### src/rtl/uart_rx_pkg.sv
package uart_rx_pkg;

   typedef enum logic [1:0] {
      RX_IDLE  = 2'd0,
      RX_START = 2'd1,
      RX_DATA  = 2'd2,
      RX_STOP  = 2'd3
   } rx_state_e;

   function automatic logic vote3(input logic a, input logic b, input logic c);
      return (a & b) | (a & c) | (b & c);
   endfunction

endpackage

### src/rtl/uart_rx_front.sv
module uart_rx_front
   import uart_rx_pkg::*;
#(
   parameter int OVS   = 16,
   parameter int DBITS = 8,
   parameter bit VOTE3 = 1'b1
) (
   input  logic             clk,
   input  logic             rst_n,
   input  logic             en,
   input  logic             tick,
   input  logic             line,
   input  logic             nine,
   output logic             done,
   output logic [DBITS:0]   word,
   output logic             ferr
);
   localparam int CW = $clog2(OVS);
   localparam int BW = $clog2(DBITS + 2);
   localparam logic [CW-1:0] T_A    = CW'(OVS / 2 - 1);
   localparam logic [CW-1:0] T_B    = CW'(OVS / 2);
   localparam logic [CW-1:0] T_C    = CW'(OVS / 2 + 1);
   localparam logic [CW-1:0] T_LAST = CW'(OVS - 1);
   localparam logic [BW-1:0] LAST8  = BW'(DBITS - 1);
   localparam logic [BW-1:0] LAST9  = BW'(DBITS);

   if (OVS < 8)    $error("uart_rx_front: OVS must be at least 8");
   if (DBITS < 2)  $error("uart_rx_front: DBITS must be at least 2");

   rx_state_e        state;
   logic [CW-1:0]    cnt;
   logic [BW-1:0]    bitn;
   logic [DBITS:0]   sr;
   logic             last, smp_a, smp_b, vote;

   if (VOTE3) begin : g_vote3
      assign vote = vote3(smp_a, smp_b, line);
   end else begin : g_vote1
      assign vote = smp_b;
   end

   always_ff @(posedge clk or negedge rst_n) begin
      if (!rst_n) begin
         state <= RX_IDLE;
         cnt   <= '0;
         bitn  <= '0;
         sr    <= '0;
         last  <= 1'b1;
         smp_a <= 1'b1;
         smp_b <= 1'b1;
         done  <= 1'b0;
         word  <= '0;
         ferr  <= 1'b0;
      end else begin
         done <= 1'b0;
         if (!en) begin
            state <= RX_IDLE;
            cnt   <= '0;
            last  <= 1'b1;
         end else if (tick) begin
            last <= line;
            if (state == RX_IDLE) begin
               if (last && !line) begin
                  state <= RX_START;
                  cnt   <= CW'(1);
               end
            end else begin
               cnt <= (cnt == T_LAST) ? '0 : cnt + 1'b1;
               if (cnt == T_A) smp_a <= line;
               if (cnt == T_B) smp_b <= line;
               if (cnt == T_C) begin
                  unique case (state)
                     RX_START: begin
                        bitn  <= '0;
                        state <= vote ? RX_IDLE : RX_DATA;
                     end
                     RX_DATA: begin
                        sr   <= {vote, sr[DBITS:1]};
                        bitn <= bitn + 1'b1;
                        if (bitn == (nine ? LAST9 : LAST8)) state <= RX_STOP;
                     end
                     RX_STOP: begin
                        done  <= 1'b1;
                        ferr  <= ~vote;
                        word  <= nine ? sr : {1'b0, sr[DBITS:1]};
                        state <= RX_IDLE;
                     end
                     default: state <= RX_IDLE;
                  endcase
               end
            end
         end
      end
   end

   // a disabled front end is idle one clock later
   p_idle_when_off_r8: assert property (@(posedge clk) disable iff (!rst_n)
      !en |=> state == RX_IDLE);
   // a completed character only follows a stop-position decision
   p_done_from_stop_r6: assert property (@(posedge clk) disable iff (!rst_n)
      done |-> $past(state) == RX_STOP);
   // a new reception only starts on a tick
   p_start_on_tick_r5: assert property (@(posedge clk) disable iff (!rst_n)
      $rose(state == RX_START) |-> $past(tick));

endmodule

### src/rtl/uart_rx_fifo.sv
module uart_rx_fifo #(
   parameter int W     = 10,
   parameter int DEPTH = 2
) (
   input  logic         clk,
   input  logic         rst_n,
   input  logic         wr,
   input  logic [W-1:0] wdata,
   input  logic         rd,
   output logic [W-1:0] rdata,
   output logic         empty,
   output logic         full
);
   localparam int PW = (DEPTH > 1) ? $clog2(DEPTH) : 1;
   localparam int NW = $clog2(DEPTH + 1);
   localparam logic [NW-1:0] NFULL = NW'(DEPTH);
   localparam logic [PW-1:0] PLAST = PW'(DEPTH - 1);

   if (DEPTH < 2) $error("uart_rx_fifo: DEPTH must be at least 2");

   logic [W-1:0]  mem [DEPTH];
   logic [PW-1:0] wp, rp;
   logic [NW-1:0] num;

   assign empty = (num == '0);
   assign full  = (num == NFULL);
   assign rdata = mem[rp];

   always_ff @(posedge clk or negedge rst_n) begin
      if (!rst_n) begin
         wp  <= '0;
         rp  <= '0;
         num <= '0;
         for (int i = 0; i < DEPTH; i++) mem[i] <= '0;
      end else begin
         if (wr) begin
            mem[wp] <= wdata;
            wp      <= (wp == PLAST) ? '0 : wp + 1'b1;
         end
         if (rd) rp <= (rp == PLAST) ? '0 : rp + 1'b1;
         if (wr && !rd)      num <= num + 1'b1;
         else if (rd && !wr) num <= num - 1'b1;
      end
   end

   // the buffer is never written past capacity
   p_no_overflow_r7: assert property (@(posedge clk) disable iff (!rst_n)
      wr |-> (!full || rd));
   // no pop of an empty buffer
   p_no_underflow_r7: assert property (@(posedge clk) disable iff (!rst_n)
      rd |-> !empty);

endmodule

### src/rtl/oversamp_uart_rx.sv
module oversamp_uart_rx #(
   parameter int OVS   = 16,
   parameter int DBITS = 8,
   parameter int DEPTH = 2,
   parameter bit VOTE3 = 1'b1
) (
   input  logic             clk,
   input  logic             rst_n,
   input  logic             tick16,
   input  logic             rxd,
   input  logic             rx_en,
   input  logic             port_en,
   input  logic             nine_bit,
   input  logic             rd_strobe,
   output logic [DBITS-1:0] rd_data,
   output logic             rd_bit9,
   output logic             rd_ferr,
   output logic             data_avail,
   output logic             overrun
);
   localparam int EW = DBITS + 2;

   logic            run, done, ferr, f_empty, f_full, full_now, wr, rd;
   logic [DBITS:0]  word;
   logic [EW-1:0]   head;

   assign run = rx_en & port_en & ~overrun;

   uart_rx_front #(.OVS(OVS), .DBITS(DBITS), .VOTE3(VOTE3)) i_front (
      .clk(clk), .rst_n(rst_n), .en(run), .tick(tick16), .line(rxd),
      .nine(nine_bit), .done(done), .word(word), .ferr(ferr)
   );

   assign rd       = rd_strobe & ~f_empty;
   assign full_now = f_full & ~rd;
   assign wr       = done & ~full_now;

   uart_rx_fifo #(.W(EW), .DEPTH(DEPTH)) i_fifo (
      .clk(clk), .rst_n(rst_n), .wr(wr), .wdata({ferr, word}), .rd(rd),
      .rdata(head), .empty(f_empty), .full(f_full)
   );

   always_ff @(posedge clk or negedge rst_n) begin
      if (!rst_n)               overrun <= 1'b0;
      else if (!rx_en)          overrun <= 1'b0;
      else if (done && full_now) overrun <= 1'b1;
   end

   assign rd_data    = head[DBITS-1:0];
   assign rd_bit9    = head[DBITS];
   assign rd_ferr    = head[DBITS+1];
   assign data_avail = rx_en & ~f_empty;

   // overrun holds while the receiver stays enabled
   p_ovr_sticky_r9: assert property (@(posedge clk) disable iff (!rst_n)
      (overrun && rx_en) |=> overrun);
   // nothing is stored during lockout
   p_ovr_locks_r9: assert property (@(posedge clk) disable iff (!rst_n)
      overrun |-> !wr);
   // a low enable clears overrun
   p_ovr_clear_r10: assert property (@(posedge clk) disable iff (!rst_n)
      !rx_en |=> !overrun);

endmodule

### config.mk
export PLATFORM = sky130hd
export DESIGN_NAME = oversamp_uart_rx
export DESIGN_NICKNAME = d
export VERILOG_FILES = /design/src/rtl/uart_rx_pkg.sv /design/src/rtl/uart_rx_front.sv /design/src/rtl/uart_rx_fifo.sv /design/src/rtl/oversamp_uart_rx.sv
export SDC_FILE = /design/constraint.sdc
export NUM_CORES = 1
export LEC_CHECK = 0
export CORE_UTILIZATION = 43
export DETAILED_ROUTE_END_ITERATION = 10
export DONT_BUFFER_PORTS = 1
export HOLD_SLACK_MARGIN = 0.08
export PLACE_DENSITY = 0.6
export SYNTH_ARGS = -nofsm -noshare
export SYNTH_HDL_FRONTEND = slang
export SYNTH_SLANG_ARGS = --single-unit
### constraint.sdc
create_clock -name clk -period 2.8 [get_ports clk]
set_input_delay 0.42 -clock clk [delete_from_list [all_inputs] [get_ports clk]]
set_output_delay 0.42 -clock clk [all_outputs]
set_load 0.02 [all_outputs]
## Word level (Yosys, flattened, before mapping)

Cells that the tools add are included.

| cells by class | value |
|---|---|
| order comparisons | 3 |
| equality and inequality tests | 14 |
| add/subtract/negate cells | 6 |
| reduce and logical (&&, ||, !) cells | 19 |
| multiplexer cells | 35 |
| bitwise logic cells | 19 |

Operator list:

| cell | count |
|---|---|
| two-way mux 10 bit | 4 |
| two-way mux 4 bit | 6 |
| bitwise mux 20 bit | 1 |
| two-way mux 2 bit | 9 |
| AND reduction 5 bit | 3 |
| == test 4 bit (second input constant) | 3 |
| AND reduction 4 bit | 3 |
| two-way mux 1 bit | 11 |
| demux 10 bit (select 1 bit) | 1 |
| AND 1 bit | 9 |
| two-way mux 9 bit | 1 |
| adder 4 x 1 -> 4 bit (second input constant) | 2 |
| case mux 4 bit (2 select lines) | 1 |
| == test 2 bit (second input constant) | 3 |
| != test 3 bit (second input constant) | 2 |
| NOT 1 bit | 6 |
| logical AND 1 bit | 5 |
| == test 4 x 3 -> 1 bit (second input constant) | 1 |
| == test 4 bit | 1 |
| >= comparator 2 bit (second input constant) | 2 |
| logical NOT 2 bit | 2 |
| != test 4 bit (second input constant) | 1 |
| NOT 1 -> 2 bit | 2 |
| case mux 2 bit (2 select lines) | 1 |
| 11 further kinds | 16 |

| word-level totals | value |
|---|---|
| input bits | 8 |
| output and inout bits | 12 |
| word-level logic and storage cells | 112 |
| bits in registers | 58 |

## Logic depth before layout (Yosys ltp)

Gate-level depths: netlist of run 1.

| logic depth | value |
|---|---|
| depth after elaboration | 11 |
| depth in mapped cells | 8 |
| gate-level depth less buffers | 8 |

## By module

From an unflattened synthesis of run 1, not the netlist that was laid out.

| second synthesis, totals | value |
|---|---|
| cells, all modules | 226 |
| area, all modules | 2802.7 sq um |

By module, submodules not included:

| module | times used | area each (sq um) | cells each | sequential area each (sq um) |
|---|---|---|---|---|
| uart_rx_front | 1 | 1641.6 | 150 | 829.5 |
| uart_rx_fifo | 1 | 1081.0 | 68 | 600.6 |
| oversamp_uart_rx | 1 | 80.1 | 8 | 25.0 |

## Worst setup path after synthesis of run 1

OpenSTA, ideal clock, no wires.

| timing | value |
|---|---|
| kind | reg-to-reg |
| from | register i_front.state[0] |
| to | register i_front.word[8] |
| cell stages (with the launch flop) | 9 |
| required time | 2.674 ns |
| library setup time | 0.126 ns |
| arrival time | 1.541 ns |
| clock period less this slack | 1.667 ns |
| setup slack | 1.133 ns |
| path buffers | 1 |
| path through | dfrtp_1 > inv_1 > ha_1 > nand2b_1 > nor3_4 > nand2_1 > buf_2 > nand2_1 > o21ai_0 |

| on the way | value |
|---|---|
| word-level cells in the longest chain between the ends | 3 |
| elaborated cells on any way between the ends | 4 |
| those cells by class | eq/ne (1); bitwise (1); reduce/logical (2) |

Ends and longest elaborated chain:

| item | RTL line | source |
|---|---|---|
| start: declaration | uart_rx_front.sv:30 | `rx_state_e state;` |
| start signal: assignment | uart_rx_front.sv:75 | `state <= vote ? RX_IDLE : RX_DATA;` |
| logical NOT 2 bit | uart_rx_front.sv:62 | `if (state == RX_IDLE) begin` |
| NOT 1 bit (no source line) | n/a |  |
| AND reduction 5 bit (no source line) * | n/a |  |
| end signal: assignment | uart_rx_front.sv:85 | `word <= nine ? sr : {1'b0, sr[DBITS:1]};` |
| end: declaration | uart_rx_front.sv:15 | `output logic [DBITS:0] word,` |

Every way passes the cells marked *; elsewhere a longest branch is shown, timed or not.
A chain may end at the register's enable or synchronous reset.

## Final worst setup path of run 1

| timing | value |
|---|---|
| from | register i_front.state[0] |
| to | register i_front.word[5] |

The elaborated chain is that of the path after synthesis.

==> results.sh, run 1 <==
export IMPL_status="finished, final reports clean"
export IMPL_leakage_nw=1.510
export IMPL_nFillCells=533
export IMPL_cts_tree="done"
export IMPL_antennaDiodeCount=0
export IMPL_fin_crit_sh_pct=76.02
export IMPL_io_pins=20
export IMPL_gp_congestion=0.7840
export IMPL_syn_cell_area_um2=2741
export IMPL_placed_area_um2=2814
export IMPL_timing_rr_end="i_front.word[5]"
export IMPL_grtUsageTotal_pct=15.49
export IMPL_worstPathArrival_ns=2.32
export IMPL_wl_um=4438
export IMPL_die_w_um=81.85
export IMPL_crit_type="reg2reg"
export IMPL_cts_buffer_depth=2
export IMPL_setup_violations=0
export IMPL_holdPathStages=1
export IMPL_postLayoutCoreUtil_pct=50.66
export IMPL_hold_viol_final=0
export IMPL_clk_pin_slew_ns=0.08
export IMPL_synth_edf_count=0
export IMPL_ant_nets=0
export IMPL_htree_levels=3
export IMPL_drv_slew=0
export IMPL_cts_resized_gates=0
export IMPL_ctsHoldBuffers=2
export IMPL_hp_class="in2reg"
export IMPL_clkLatencyLatePin_ns=0.33
export IMPL_io_buffers=0
export IMPL_multi_input_comb_area_um2=1224
export IMPL_fmax_mhz=469.8
export IMPL_synthDistinctLibCells=42
export IMPL_required_ns=2.99
export IMPL_power_total_w=0.001658
export IMPL_maxCapViolCount=0
export IMPL_seq_area_um2=1455
export IMPL_cp_max_fo=21
export IMPL_cts_sinks=58
export IMPL_crit_path_end="i_front.word[5]"
export IMPL_synth_async_sr_flop_share_pct=100.0
export IMPL_r2r_slack_ns=0.67
export IMPL_rows=28
export IMPL_die_area_um2=6699
export IMPL_drc_errors=0
export IMPL_mostFrequentLayoutCells="dfrtp_1, mux2_2, nand2_1"
export IMPL_vias=1622
export IMPL_crit_start="i_front.state[0]"
export IMPL_mostFrequentLayoutCell="dfrtp_1"
export IMPL_vias_per_cell=5.166
export IMPL_cts_setup_buffers=0
export IMPL_syn_nets=243
export IMPL_yosysWarnings=0
export IMPL_hold_slack_ns=0.2110
export IMPL_finalNetCount=251
export IMPL_core_area_um2=6026
export IMPL_dp_hpwl_um=2968
export IMPL_syn2layout_area_growth_pct=11.36
export IMPL_grt_pass1_wl_um=7679
export IMPL_first_global_vias=1574
export IMPL_cts_root_buffer="clkbuf_8"
export IMPL_rr_worst_depth=7
export IMPL_slew_headroom_pct=61.06
export IMPL_cp_end_kind="register"
export IMPL_die_h_um=81.85
export IMPL_worst_clock_skew_ns=0.009794
export IMPL_overflow=0
export IMPL_tightestPinTransition_ns=0.5826
export IMPL_ys_seq_area_share_pct=53.08
export IMPL_ys_ff_latch=58
export IMPL_routedWlPerCell_um=14.13
export IMPL_drt_iter0_markers=60
export IMPL_grt_max_degree=59
export IMPL_cts_made_buffers=9
export IMPL_start_util_pct=45.49
export IMPL_period_minus_slack_ns=2.129
export IMPL_antenna_found_initial=0
export IMPL_avgSynthCellArea_um2=12.13
export IMPL_ir_drop_v=0.0003236
export IMPL_syn_inst=226
export IMPL_firstDrtPassIters=5
export IMPL_post_route_cells_drive_above_1_share_pct=29.29
export IMPL_rsz0062_at_grt="no"
export IMPL_tns_ns=0
export IMPL_timing_rr_start="i_front.state[0]"
export IMPL_ys_flop_type="dfrtp_1"
export IMPL_start_kind="register"
export IMPL_p_per_area_nw_per_um2=543.1
export IMPL_final_cell_area_um2=3053
## per-stage QoR
step                cells  setup WS, ns
finish                314        0.6714
global route          314        0.4069
CTS                   314        0.6490
detailed placement    296        0.6765
global placement      296        0.7639
floorplan             226         1.133
## cell type report
cell class	instances	share of cell area (%)
inverters	9	1.107
flip-flops and latches	58	47.66
clock inverters	7	2.541
well taps	75	3.074
clock buffers	9	4.057
repair buffers	3	1.475
multi-input cells	153	40.08
## how the worst min path moves through the flow
| stage | start | to |
|---|---|---|
| after CTS | tick16 | i_front.last |
| after detailed placement | rst_n | i_fifo.num[0] |
| final | tick16 | i_front.last |
| after floorplan | rst_n | i_fifo.mem[0] |
| after global placement | rst_n | i_fifo.num[0] |
| after global routing | tick16 | i_front.last |
## sequential cells by signal (all words and copies together), names as in the netlist
name	count
i_front.ferr	1
i_fifo.num	2
i_front.last	1
i_front.done	1
i_front.bitn	4
i_fifo.wp	1
i_front.cnt	4
i_front.word	9
i_front.state	2
i_fifo.rp	1
i_fifo.mem	20
i_front.smp_a	1
i_front.sr	9
overrun	1
i_front.smp_b	1
## critical path: stages, from the launching register on
cell and delay (ns):
dfrtp_1 0.40, inv_1 0.08, ha_1 0.26, nand2b_1 0.28, nor3_4 0.29, nand2_1 0.40, nand2_1 0.19, o21ai_1 0.08
## Yosys cell counts (3+ instances only)
| cell type | instances | area share [%] |
|---|---|---|
| dfrtp_1 | 55 | 50 |
| mux2_2 | 41 | 17 |
| nand2_1 | 23 | 3.1 |
| ha_1 | 9 | 4.1 |
| inv_1 | 9 | 1.2 |
| o21ai_1 | 9 | 1.6 |
| mux2i_1 | 8 | 2.9 |
| o21ai_0 | 8 | 1.5 |
| nor2_1 | 7 | 0.96 |
| a21oi_1 | 4 | 0.73 |
| buf_2 | 4 | 0.73 |
| nand3_1 | 4 | 0.73 |
| nor3_1 | 4 | 0.73 |
| dfstp_2 | 3 | 2.9 |
| xnor2_1 | 3 | 0.96 |
## where the power goes
group          leakage (nW)   total, W  internal [W]  switching (W)
logic                 0.622  0.0000433     0.0000147      0.0000286
clock network        0.0881   0.000772      0.000415       0.000358
registers             0.799   0.000843      0.000841     0.00000185
total                  1.51    0.00166       0.00127       0.000388
## logic make-up after synthesis
family,count (synthesis),synth area share [%]
flip-flops,58,53.08
AND/OR/NAND/NOR,54,11.09
multiplexers,49,19.76
AO/OA/AOI/OAI,35,7.713
buffers and inverters,15,2.282
adder cells (fa/ha/maj),10,4.473
XOR/XNOR,5,1.598
## metal layers
layer  vias up  GRT usage (%)  share of wire, %
met5         -              0                 0
met4         0          8.947               1.2
met3         4          4.000               4.2
met2        22          21.16                42
met1       780          21.87                53
li1        816              -                 -
Note: power is estimated with default switching activity, not from simulation.
==> inputs of run 2 (changes only) <==
==> constraint.sdc (replaced) <==
create_clock -name clk -period 2.2 [get_ports clk]
set_input_delay 0.33 -clock clk [delete_from_list [all_inputs] [get_ports clk]]
set_output_delay 0.33 -clock clk [all_outputs]
set_load 0.02 [all_outputs]
==> run 2 against run 1 <==
Final cell count grew 0.64%; count of clock-buffer cells in the layout grew 3; first-iteration DRC count grew 93%; worst setup slack lost 0.35 ns; critical path depth grew 1; clock skew shrank 0.0038 ns; via count grew 0.12%; total power grew 36%; global-route usage grew 0.42 points.
==> results.sh, run 2 (synthesis results as in run 1) <==
export IMPL_htree_levels=3
export IMPL_drc_errors=0
export IMPL_cp_end_kind="register"
export IMPL_dp_cells=298
export IMPL_ir_drop_v=0.0003166
export IMPL_start_util_pct=45.49
export IMPL_cts_root_buffer="clkbuf_8"
export IMPL_leakage_nw=1.548
export IMPL_crit_type="reg2reg"
export IMPL_wl_um=4610
export IMPL_grt_max_degree=59
export IMPL_nFillCells=535
export IMPL_required_ns=2.41
export IMPL_cts_tree="done"
export IMPL_pwr_share_seq_pct=47.8
export IMPL_largestRegisters="i_fifo.mem (20), i_front.sr (9), i_front.word (9)"
export IMPL_mostFrequentLayoutCell="dfrtp_1"
export IMPL_worst_clock_skew_ns=0.005991
export IMPL_cts_setup_buffers=0
export IMPL_grtUsageTotal_pct=15.91
export IMPL_path_cells="inv_1 -> ha_1 -> nand2b_1 -> nor3_4 -> nand2_1 -> buf_4 -> nand2_1 -> o21ai_0"
export IMPL_power_frac_clock_pct=49.7
export IMPL_whs_endpoint="i_front.last"
export IMPL_die_w_um=81.85
export IMPL_status="finished, final reports clean"
export IMPL_setup_violations=0
export IMPL_vias_per_cell=5.139
export IMPL_syn2layout_area_growth_pct=12.92
export IMPL_cp_max_fo=21
export IMPL_cp_slowest_stage_delay_ns=0.40
export IMPL_switching_power_w=0.0004584
export IMPL_dp_hpwl_um=3090
export IMPL_rows=28
export IMPL_cts_made_buffers=9
export IMPL_worstPathArrival_ns=2.10
export IMPL_fin_crit_sh_pct=85.61
export IMPL_rr_worst_depth=8
export IMPL_hp_class="in2reg"
export IMPL_finalNonFillerCells=316
export IMPL_antennaDiodeCount=0
export IMPL_timing_rr_end="i_front.word[8]"
export IMPL_cts_resized_gates=0
export IMPL_die_h_um=81.85
export IMPL_fmax_mhz=531.0
export IMPL_maxCapViolCount=0
export IMPL_cts_buffer_depth=2
export IMPL_cts_sinks=58
export IMPL_internal_power_w=0.001790
export IMPL_drv_slew=0
export IMPL_switching_share_pct=20.39
export IMPL_top_register="i_fifo.mem"
export IMPL_antenna_found_initial=0
export IMPL_tns_ns=0
export IMPL_io_pins=20
export IMPL_slowest_stage="dfrtp_1"
export IMPL_ant_nets=0
export IMPL_post_route_cells_drive_above_1_share_pct=29.46
export IMPL_routedWlPerCell_um=14.59
export IMPL_finalNetCount=253
export IMPL_die_area_um2=6699
export IMPL_ctsHoldBuffers=2
export IMPL_gp_congestion=0.7854
export IMPL_slew_headroom_pct=67.07
export IMPL_start_kind="register"
export IMPL_crit_top_cell="nand2_1"
export IMPL_largest_reg_flops=20
export IMPL_vias=1624
export IMPL_hold_start="tick16"
export IMPL_hold_viol_final=0
export IMPL_timing_rr_start="i_front.state[0]"
export IMPL_core_area_um2=6026
export IMPL_mostFrequentLayoutCells="dfrtp_1, mux2_2, nand2_1"
export IMPL_first_global_vias=1603
export IMPL_period_minus_slack_ns=1.883
export IMPL_overflow=0
export IMPL_io_buffers=0
export IMPL_grt_pass1_wl_um=7755
export IMPL_rsz0062_at_grt="no"
export IMPL_firstDrtPassIters=4
export IMPL_p_per_area_nw_per_um2=726.3
export IMPL_drt_iter0_markers=116
export IMPL_tightestPinTransition_ns=0.4940
export IMPL_holdPathStages=1
export IMPL_power_frac_comb_pct=2.5
export IMPL_clkLatencyLatePin_ns=0.33
export IMPL_r2r_slack_ns=0.32
export IMPL_clk_pin_slew_ns=0.06
run 2: layout make-up:
| cell class | instances | area, um^2 | share of cell area, % |
|---|---|---|---|
| sequential | 58 | 1455 | 47.01 |
| clock inverter | 4 | 73.82 | 2.385 |
| inverter | 9 | 33.78 | 1.091 |
| tap | 75 | 93.84 | 3.032 |
| timing repair buffer | 5 | 60.06 | 1.940 |
| multi-input combinational | 153 | 1224 | 39.53 |
| clock buffer | 12 | 155.1 | 5.012 |
run 2: per-stage QoR:
| stage | instance area [um^2] | util (%) | hold slack (ns) | power [W] | setup WS, ns |
|---|---|---|---|---|---|
| floorplan | 2741 | - | 0.03441 | 0.001119 | 0.5328 |
| global placement | 2829 | 46.95 | 0.03557 | 0.001122 | 0.4006 |
| detailed placement | 2829 | 46.95 | 0.03571 | 0.001122 | 0.3263 |
| CTS | 3095 | 51.37 | 0.1090 | 0.002279 | 0.3050 |
| global route | 3095 | 51.37 | 0.1229 | 0.002332 | 0.1399 |
| finish | 3095 | 51.37 | 0.1256 | 0.002248 | 0.3166 |
run 2: worst max-delay path by stage:
stage	to	depth (start not counted)	slack, ns	start
floorplan	i_front.word[8]	8	0.53	i_front.state[0]
global route	i_front.word[8]	8	0.14	i_front.state[0]
CTS	i_front.word[8]	8	0.30	i_front.state[0]
finish	i_front.word[8]	8	0.32	i_front.state[0]
detailed placement	i_front.word[8]	8	0.33	i_front.state[0]
global placement	i_front.word[8]	8	0.40	i_front.state[0]
run 2: critical path: cells and delay by family, from the launching register on:
kind                     cells  cell delay [ns]
buffers and inverters        2             0.28
AND/OR/NAND/NOR              4             0.74
adder cells (fa/ha/maj)      1             0.27
AO/OA/AOI/OAI                1             0.07
flip-flops                   1             0.40
run 2: power groups by stage:
stage                     sequential [W]  combinational (W)  clock (W)
after floorplan                  0.00109          0.0000265          0
after global placement           0.00109          0.0000283          0
after detailed placement         0.00109          0.0000288          0
after CTS                        0.00107          0.0000578    0.00115
after global routing             0.00107          0.0000645    0.00119
final                            0.00107          0.0000563    0.00112
run 2: layer usage:
layer	vias to the layer above	track usage (%)	share of wire (%)
met5	-	0	0
met4	0	10.53	2.5
met3	10	3.667	4.0
met2	24	22.64	41
met1	769	21.44	52
li1	821	-	-
